## src/rtl/cmp_out_pkg.sv

```systemverilog
package cmp_out_pkg;

  typedef enum logic [1:0] {
    ACT_NONE   = 2'b00,
    ACT_TOGGLE = 2'b01,
    ACT_CLEAR  = 2'b10,
    ACT_SET    = 2'b11
  } act_e;

  // byte addresses of the register port
  localparam int unsigned CNT_BASE  = 32'h00;
  localparam int unsigned OVM_ADDR  = 32'h02;
  localparam int unsigned OVD_ADDR  = 32'h03;
  localparam int unsigned CTL_BASE  = 32'h08;
  localparam int unsigned DISC_ADDR = 32'h0A;
  localparam int unsigned CMP_BASE  = 32'h10;

endpackage

```

## src/rtl/cmp_free_counter.sv

```systemverilog
module cmp_free_counter #(
  parameter int CNT_W = 16
) (
  input  logic             clk,
  input  logic             rst,
  output logic [CNT_W-1:0] cnt_o
);

  always_ff @(posedge clk) begin
    if (rst) cnt_o <= '0;
    else     cnt_o <= cnt_o + 1'b1;
  end

endmodule

```

## src/rtl/cmp_reg_bank.sv

```systemverilog
module cmp_reg_bank
  import cmp_out_pkg::*;
#(
  parameter int NCH    = 8,
  parameter int CNT_W  = 16,
  parameter int DATA_W = 8,
  parameter int ADDR_W = 5
) (
  input  logic                 clk,
  input  logic                 rst,
  input  logic                 wr,
  input  logic                 rd,
  input  logic [ADDR_W-1:0]    addr,
  input  logic [DATA_W-1:0]    wdata,
  input  logic [CNT_W-1:0]     cnt,
  output logic [DATA_W-1:0]    rdata,
  output logic [2*NCH-1:0]     ctl_vec,
  output logic [NCH*CNT_W-1:0] cmp_flat,
  output logic [NCH-1:0]       ov_mask,
  output logic [NCH-1:0]       ov_data,
  output logic [NCH-1:0]       disc_mask
);

  localparam int BPC       = CNT_W / DATA_W;
  localparam int CMP_BYTES = NCH * BPC;
  localparam int CTL_W     = 2 * NCH;
  localparam int CTL_BYTES = CTL_W / DATA_W;
  localparam int IDX_W     = $clog2(CMP_BYTES);

  logic [31:0]       a32;
  logic              hit_cmp;
  logic [IDX_W-1:0]  cmp_idx;
  logic [DATA_W-1:0] rd_mux;

  logic [CTL_W-1:0]  ctl_q;
  logic [NCH-1:0]    ovm_q, ovd_q, disc_q;
  logic [DATA_W-1:0] cmp_mem [CMP_BYTES];

  assign a32     = 32'(addr);
  assign hit_cmp = (a32 >= CMP_BASE) && (a32 < CMP_BASE + CMP_BYTES);
  assign cmp_idx = IDX_W'(a32 - CMP_BASE);

  // register writes; unassigned and read-only addresses fall through
  always_ff @(posedge clk) begin
    if (rst) begin
      ctl_q  <= '0;
      ovm_q  <= '0;
      ovd_q  <= '0;
      disc_q <= '0;
      for (int i = 0; i < CMP_BYTES; i++) cmp_mem[i] <= '0;
    end else if (wr) begin
      // lane j at CTL_BASE+j carries the upper channels first
      for (int j = 0; j < CTL_BYTES; j++) begin
        if (a32 == CTL_BASE + j)
          ctl_q[(CTL_BYTES-1-j)*DATA_W +: DATA_W] <= wdata;
      end
      if (a32 == OVM_ADDR)  ovm_q  <= wdata[NCH-1:0];
      if (a32 == OVD_ADDR)  ovd_q  <= wdata[NCH-1:0];
      if (a32 == DISC_ADDR) disc_q <= wdata[NCH-1:0];
      if (hit_cmp)          cmp_mem[cmp_idx] <= wdata;
    end
  end

  // read multiplexer; anything not decoded returns zero
  always_comb begin
    rd_mux = '0;
    for (int b = 0; b < BPC; b++) begin
      if (a32 == CNT_BASE + b)
        rd_mux = DATA_W'(cnt >> (DATA_W*(BPC-1-b)));
    end
    for (int j = 0; j < CTL_BYTES; j++) begin
      if (a32 == CTL_BASE + j)
        rd_mux = DATA_W'(ctl_q >> (DATA_W*(CTL_BYTES-1-j)));
    end
    if (a32 == OVM_ADDR)  rd_mux = DATA_W'(ovm_q);
    if (a32 == OVD_ADDR)  rd_mux = DATA_W'(ovd_q);
    if (a32 == DISC_ADDR) rd_mux = DATA_W'(disc_q);
    if (hit_cmp)          rd_mux = cmp_mem[cmp_idx];
  end

  always_ff @(posedge clk) begin
    if (rst) rdata <= '0;
    else     rdata <= rd ? rd_mux : '0;
  end

  // compare bytes are stored high byte first per channel
  for (genvar c = 0; c < NCH; c++) begin : g_cmp
    for (genvar b = 0; b < BPC; b++) begin : g_byte
      assign cmp_flat[c*CNT_W + (BPC-1-b)*DATA_W +: DATA_W] = cmp_mem[c*BPC + b];
    end
  end

  assign ctl_vec   = ctl_q;
  assign ov_mask   = ovm_q;
  assign ov_data   = ovd_q;
  assign disc_mask = disc_q;

endmodule

```

## src/rtl/cmp_chan_slice.sv

```systemverilog
module cmp_chan_slice
  import cmp_out_pkg::*;
#(
  parameter int CNT_W = 16
) (
  input  logic             clk,
  input  logic             rst,
  input  logic [CNT_W-1:0] cnt,
  input  logic [CNT_W-1:0] cmp_val,
  input  logic [1:0]       code,
  input  logic             disc,
  input  logic             ovr_en,
  input  logic             ovr_val,
  input  logic             ovr_hit,
  output logic             match_o,
  output logic             pin_o,
  output logic             oe_o
);

  act_e act;
  logic owned;
  logic match_q, pin_q, oe_q;

  assign act   = act_e'(code);
  assign owned = !disc && (ovr_en || (act != ACT_NONE));

  always_ff @(posedge clk) begin
    if (rst) begin
      match_q <= 1'b0;
      pin_q   <= 1'b0;
      oe_q    <= 1'b0;
    end else begin
      match_q <= (cnt == cmp_val);
      oe_q    <= owned;
      if (!disc) begin
        if (ovr_en) begin
          if (ovr_hit) pin_q <= ovr_val;
        end else if (match_q) begin
          case (act)
            ACT_TOGGLE: pin_q <= !pin_q;
            ACT_CLEAR:  pin_q <= 1'b0;
            ACT_SET:    pin_q <= 1'b1;
            default:    pin_q <= pin_q;
          endcase
        end
      end
    end
  end

  assign match_o = match_q;
  assign pin_o   = pin_q;
  assign oe_o    = oe_q;

endmodule

```

## src/rtl/cmp_out_unit.sv

```systemverilog
module cmp_out_unit
  import cmp_out_pkg::*;
#(
  parameter int NCH    = 8,
  parameter int CNT_W  = 16,
  parameter int DATA_W = 8,
  parameter int ADDR_W = 5
) (
  input  logic              clk,
  input  logic              rst,
  input  logic              bus_wr,
  input  logic              bus_rd,
  input  logic [ADDR_W-1:0] bus_addr,
  input  logic [DATA_W-1:0] bus_wdata,
  output logic [DATA_W-1:0] bus_rdata,
  output logic [NCH-1:0]    pin_o,
  output logic [NCH-1:0]    pin_oe_o
);

  logic [CNT_W-1:0]     cnt;
  logic [2*NCH-1:0]     ctl_vec;
  logic [NCH*CNT_W-1:0] cmp_flat;
  logic [NCH-1:0]       ov_mask, ov_data, disc_mask, match_vec;

  cmp_free_counter #(.CNT_W(CNT_W)) u_cnt (
    .clk   (clk),
    .rst   (rst),
    .cnt_o (cnt)
  );

  cmp_reg_bank #(
    .NCH(NCH), .CNT_W(CNT_W), .DATA_W(DATA_W), .ADDR_W(ADDR_W)
  ) u_regs (
    .clk       (clk),
    .rst       (rst),
    .wr        (bus_wr),
    .rd        (bus_rd),
    .addr      (bus_addr),
    .wdata     (bus_wdata),
    .cnt       (cnt),
    .rdata     (bus_rdata),
    .ctl_vec   (ctl_vec),
    .cmp_flat  (cmp_flat),
    .ov_mask   (ov_mask),
    .ov_data   (ov_data),
    .disc_mask (disc_mask)
  );

  for (genvar c = 0; c < NCH; c++) begin : g_ch
    cmp_chan_slice #(.CNT_W(CNT_W)) u_slice (
      .clk     (clk),
      .rst     (rst),
      .cnt     (cnt),
      .cmp_val (cmp_flat[c*CNT_W +: CNT_W]),
      .code    (ctl_vec[2*c +: 2]),
      .disc    (disc_mask[c]),
      .ovr_en  (ov_mask[c]),
      .ovr_val (ov_data[c]),
      .ovr_hit (match_vec[NCH-1]),
      .match_o (match_vec[c]),
      .pin_o   (pin_o[c]),
      .oe_o    (pin_oe_o[c])
    );
  end

endmodule

```

## config.mk

```make
export PLATFORM = sky130hd
export DESIGN_NAME = cmp_out_unit
export DESIGN_NICKNAME = d
export VERILOG_FILES = /design/src/rtl/cmp_out_pkg.sv /design/src/rtl/cmp_free_counter.sv /design/src/rtl/cmp_reg_bank.sv /design/src/rtl/cmp_chan_slice.sv /design/src/rtl/cmp_out_unit.sv
export SDC_FILE = /design/constraint.sdc
export NUM_CORES = 1
export LEC_CHECK = 0
export ABC_CLOCK_PERIOD_IN_PS = 6200
export CAP_MARGIN = 20
export CORE_ASPECT_RATIO = 1.5
export CORE_MARGIN = 2
export CORE_UTILIZATION = 40
export DETAILED_ROUTE_END_ITERATION = 16
export GPL_ROUTABILITY_DRIVEN = 0
export REMOVE_ABC_BUFFERS = 1
export SYNTH_ARGS = -nofsm -noshare
export SYNTH_HDL_FRONTEND = slang
export SYNTH_SLANG_ARGS = --single-unit
```

## constraint.sdc

```tcl
create_clock -name clk -period 6.2 [get_ports clk]
set_clock_uncertainty 0.15 [all_clocks]
set_input_delay 0.93 -clock clk [delete_from_list [all_inputs] [get_ports clk]]
set_output_delay 0.93 -clock clk [all_outputs]
set_load 0.02 [all_outputs]
```

==> flow_summary.json, run 1 <==
{
  "synth_most_common_cell": "xor2_1",
  "async_flop_share_pct": 0,
  "finalCritPeriodShare_pct": 53.6,
  "ant_nets": 0,
  "antenna_found_initial": 0,
  "synth_ff_type": "edfxtp_1",
  "postCtsHoldBufs": 0,
  "htreeDepth": 1,
  "finalCriticalPeriod_ps": 3320,
  "cts_tree": "built",
  "clockRootBuffer": "clkbuf_16",
  "syn_to_final_growth_pct": 11.3,
  "start_util_pct": 40.4,
  "crit_chain": "clkdlybuf4s50_1, buf_4, nand2b_1, nor2_1, or2_2",
  "wl_um": 33700,
  "synthTopCellsByArea": "edfxtp_1, dfxtp_1, xor2_1, and2_1, mux2i_1",
  "dpl_cell_area_um2": 12100,
  "synth_enable_flop_cells": 128,
  "drv_cap": 0,
  "yosys_warnings": 0,
  "seq_area_frac_synth_pct": 48.5,
  "final_max_slew_viol_count": 0,
  "fp.dieArea_um2": 30300,
  "num_antenna_cells": 0,
  "cp-start-kind": "input pin",
  "critPathKind": "in -> reg",
  "final.setup.tns_ps": 0,
  "required_ps": 6260,
  "cts_resized": 0,
  "dp_hpwl_um": 23100,
  "syn-mean-instance-area_um2": 11.2,
  "wl_per_cell_um": 23.5,
  "grt_first_pass_wirelength_um": 49900,
  "final_cell_area_um2": 12900,
  "rsz0062_at_grt": "false",
  "grt_max_degree": 59,
  "relSlewSlack_pct": 32.9,
  "static-leakage-power_nw": 5.07,
  "drc_errors": 0,
  "crit_path_top_delay_cell": "clkdlybuf4s50_1",
  "path_clk_slew_ps": 70,
  "ys_ff_latch": 216,
  "vias": 7915,
  "clkLatencyLatePin_ps": 540,
  "drt_first_pass_iters": 5,
  "syn_inst": 1034,
  "via_per_inst": 5.52,
  "ios": 41,
  "fin_ws_ps": 2880,
  "fillers": 2618,
  "die_x_um": 143,
  "grt_util_all_layers_pct": 22.7,
  "io_buffers": 40,
  "end_kind": "register",
  "status": "finished, final reports clean",
  "setup_viol": 0,
  "drt-initial-drc-count": 635,
  "hp-class": "reg -> reg",
  "cts_buffer_depth": 3,
  "dp_slack_ps": 2400,
  "cpPeakStageDelay_ps": 940,
  "yosysTopAreaCell": "edfxtp_1",
  "overflow": 0,
  "grt_pass1_vias": 7874,
  "r2r_slack_ps": 3560,
  "arrival_ps": 3380,
  "core_area_um2": 28600,
  "syn_area_um2": 11600,
  "netlist_top_cells_count": "xor2_1, and2_1, edfxtp_1, dfxtp_1, nor2_1",
  "nNetsFinal": 1048,
  "p_per_area_nw_per_um2": 258,
  "cts_made_buffers": 22,
  "postCtsSetupRepairBufs": 0,
  "postLayoutCoreUtil_pct": 45.0,
  "critPathMaxFanout": 21,
  "synth_top_area_share_pct": 33.2,
  "worst_pin_slew_ps": 1010,
  "fmax_mhz": 301,
  "fp-row-count": 76,
  "drive_gt1_share_pct": 11.0,
  "die-height_um": 212,
  "clock_sinks": 216,
  "hold_viol_final": 0,
  "vdd_drop_max_uv": 148,
  "synth_cell_type_count": 56
}
placed cells by master, fill, tap and decap left out, types with 3 or more instances in the layout:
cell type,n
mux4_2,27
nand2_1,25
or3_1,4
nand3_1,17
mux2i_1,78
o2bb2ai_1,3
nand4_1,10
edfxtp_1,128
a311oi_1,8
nor4_2,4
o21ai_0,21
dfxtp_1,88
xnor2_1,4
o221ai_1,7
xor2_1,134
bufinv_16,4
nor3_2,5
a211oi_1,8
clkdlybuf4s50_1,37
buf_4,16
inv_1,17
nor4_1,24
nor3_1,39
nor2_1,87
a22o_1,3
nor2b_1,7
a21oi_1,21
nand2b_1,3
mux2_2,4
clkbuf_1,4
a31oi_1,4
clkbuf_16,23
or2_2,14
and2_1,128
path summary, 6_finish.rpt:
path	start	endpoint	cells after the start
worst min register to register	u_regs.disc_mask[7]	g_ch[7].u_slice.oe_o	1
worst max register to register	u_cnt.cnt_o[6]	u_cnt.cnt_o[12]	5
worst max-delay path	bus_addr[3]	u_regs.cmp_mem[8][6]	5
worst min-delay path	u_regs.disc_mask[7]	g_ch[7].u_slice.oe_o	1
worst max-delay path: cells and delay by family:
kind          cells  cell delay, ps
buf+inv           2            1360
simple gates      3            1080
registers in the layout, summed over array words and instances (netlist names):
register              count
u_regs.ctl_vec           16
u_regs.disc_mask          8
g_ch.u_slice.oe_o         8
u_regs.ov_data            8
u_cnt.cnt_o              16
g_ch.u_slice.match_o      8
g_ch.u_slice.pin_o        8
u_regs.rdata              8
u_regs.ov_mask            8
u_regs.cmp_mem          128
kinds of logic (layout without fill, tap and decap cells):
group	after synthesis	after routing	share of synthesized area [%]
adders and majority gates	1	1	0.108
and+or+nand+nor	380	380	18.3
xor gates and xnor gates	138	138	10.5
buffers and inverters	102	113	4.92
muxes	111	111	12.7
DFF	216	216	48.5
AOI/OAI and AO/OA	86	86	4.98
layer usage:
metal	routed length [um]	track usage, %	part of all wire [%]	vias up
li1	-	-	-	3627
met1	12300	25.6	36	3877
met2	17600	40.9	52	302
met3	1630	2.09	4.8	109
met4	2270	14.1	6.7	0
met5	0	0	0	-
cell type report:
cell class,instances,area [um2],area share (%)
inverter,18,67.6,0.525
timing repair buffer,56,551,4.28
clock buffer,28,604,4.70
multi-input combinational,716,5390,41.9
tap,390,488,3.79
sequential,216,5610,43.6
clock inverter,11,163,1.26
power by group:
group / leakage, nW / internal [mW] / switching, mW / total (mW)
registers: 1.93 / 1.57 / 0.0574 / 1.63
clock network: 0.368 / 0.857 / 0.566 / 1.42
logic: 2.78 / 0.109 / 0.162 / 0.271
total: 5.07 / 2.54 / 0.785 / 3.32
metrics by stage:
stage	instances	total power [mW]	hold slack, ps
after floorplan	950	1.77	292
after detailed placement	1395	1.93	340
after global placement	1394	1.92	352
final	1435	3.32	360
after global routing	1435	3.42	375
after CTS	1434	3.34	361
Power figures use the tool's default switching activity.
==> run 2, diff against run 1 <==
ABC_CLOCK_PERIOD_IN_PS = 3400   (was 6200)
clock period = 3.4 ns   (was 6.2 ns; I/O delays follow)
==> flow_summary.json, run 2 (synthesized netlist as in run 1, its figures left out) <==
{
  "ios": 41,
  "hold_viol_final": 0,
  "rsz0062_at_grt": "false",
  "rr_endpoint": "g_ch[1].u_slice.match_o",
  "via_per_inst": 5.42,
  "drt-met1-wl_um": 12700,
  "end_kind": "register",
  "cts_tree": "built",
  "holdCritStartpoint": "rst",
  "hold_ws_ps": 88.0,
  "top_layer": "met4",
  "p_per_area_nw_per_um2": 462,
  "start_util_pct": 40.4,
  "fp-row-count": 76,
  "finalCriticalPeriod_ps": 2420,
  "hp-class": "in -> reg",
  "dp_hpwl_um": 24200,
  "postCtsHoldBufs": 0,
  "overflow": 0,
  "fmax_mhz": 414,
  "postCtsSetupRepairBufs": 0,
  "clock_sinks": 216,
  "clkLatencyLatePin_ps": 510,
  "min_to": "u_cnt.cnt_o[5]",
  "die-height_um": 212,
  "grt_util_all_layers_pct": 23.1,
  "r2r_slack_ps": 1070,
  "dr_wl_met2_um": 18400,
  "vdd_drop_max_uv": 280,
  "core_area_um2": 28600,
  "fp.dieArea_um2": 30300,
  "drt_first_pass_iters": 5,
  "static-leakage-power_nw": 5.24,
  "cts_buffer_depth": 3,
  "antenna_found_initial": 0,
  "grt_pass1_vias": 7991,
  "grt_first_pass_wirelength_um": 51100,
  "relSlewSlack_pct": 33.3,
  "final.setup.tns_ps": 0,
  "io_buffers": 40,
  "holdPathStages": 2,
  "cts_resized": 0,
  "final_common_cell": "xor2_1",
  "r2r_start": "u_cnt.cnt_o[14]",
  "r2r_cells": 4,
  "layout_common_cells": "xor2_1, and2_1, edfxtp_1",
  "syn_to_final_growth_pct": 13.0,
  "required_ps": 3460,
  "finalCritPeriodShare_pct": 71.1,
  "wl_um": 34600,
  "path_clk_slew_ps": 70,
  "die_x_um": 143,
  "critPathMaxFanout": 8,
  "drt-initial-drc-count": 469,
  "htreeDepth": 1,
  "cts_made_buffers": 21,
  "setup_viol": 0,
  "ant_nets": 0,
  "final_max_slew_viol_count": 0,
  "status": "finished, final reports clean",
  "clockRootBuffer": "clkbuf_16",
  "cp-start-kind": "input pin",
  "grt_max_degree": 60,
  "drive_gt1_share_pct": 14.0,
  "nNetsFinal": 1081,
  "top_register": "u_regs.cmp_mem",
  "arrival_ps": 2480,
  "vias": 7958,
  "wl_per_cell_um": 23.6,
  "drc_errors": 0,
  "drv_cap": 0,
  "num_antenna_cells": 0,
  "worst_pin_slew_ps": 999,
  "wl_met3_um": 1320,
  "largest_register_ff_count": 128,
  "power_mw": 6.04,
  "critPathKind": "in -> reg"
}
[run 2: changes by cell type in the layout (fill, tap and decap cells not counted)]
| cell | change |
|---|---|
| inv_6 | +1 |
| clkinv_2 | +2 |
| buf_16 | -2 |
| clkbuf_8 | +1 |
| buf_4 | +36 |
| clkbuf_16 | -1 |
| clkbuf_1 | -4 |
| clkinvlp_2 | -1 |
[run 2: worst max path at each step]
stage | from | endpoint | slack, ps | cells after the start
6_report | bus_wr | u_regs.cmp_mem[1][0] | 980 | 6
3_3_place_gp | bus_addr[0] | u_regs.rdata[1] | 510 | 6
4_1_cts | bus_addr[0] | u_regs.rdata[1] | 1040 | 6
5_1_grt | bus_addr[4] | u_regs.cmp_mem[10][4] | 870 | 5
2_1_floorplan | bus_addr[1] | u_regs.cmp_mem[5][0] | 1340 | 5
3_5_place_dp | bus_addr[0] | u_regs.rdata[1] | 520 | 6
[run 2: cell type report]
class / count / area, um2
Clock inverter: 13 / 176
Inverter: 18 / 67.6
Fill cell: 2620 / 15600
Timing Repair Buffer: 90 / 766
Multi-Input combinational cell: 716 / 5390
Clock buffer: 24 / 578
Tap cell: 390 / 488
Sequential cell: 216 / 5610
[run 2: worst max-delay path, stage by stage]
cell             delay [ps]
clkdlybuf4s50_1         640
and2b_1                 240
nor2b_1                 190
nand3_1                 280
nor3_2                  340
or2_2                   270
[run 2: per-stage QoR]
| stage | worst slack, ps | util [%] | instance area [um2] | instances |
|---|---|---|---|---|
| floorplan | 1340 | - | 11100 | 950 |
| global placement | 513 | 43.0 | 12300 | 1430 |
| detailed placement | 516 | 43.0 | 12300 | 1430 |
| CTS | 1040 | 45.7 | 13100 | 1467 |
| global route | 875 | 45.7 | 13100 | 1467 |
| finish | 984 | 45.7 | 13100 | 1467 |
[run 2: per-layer routing]
layer  vias to the layer above  track usage [%]
met1                      3893             25.4
li1                       3690                -
met5                         -                0
met2                       267             42.8
met3                       108             2.32
met4                         0             13.3
[run 2: where the power goes]
group | leakage [nW] | internal (mW) | total, mW | switching (mW)
Clock | 0.370 | 1.53 | 2.57 | 1.03
Combinational | 2.94 | 0.204 | 0.521 | 0.316
Sequential | 1.93 | 2.87 | 2.96 | 0.0904
Total | 5.24 | 4.60 | 6.04 | 1.44
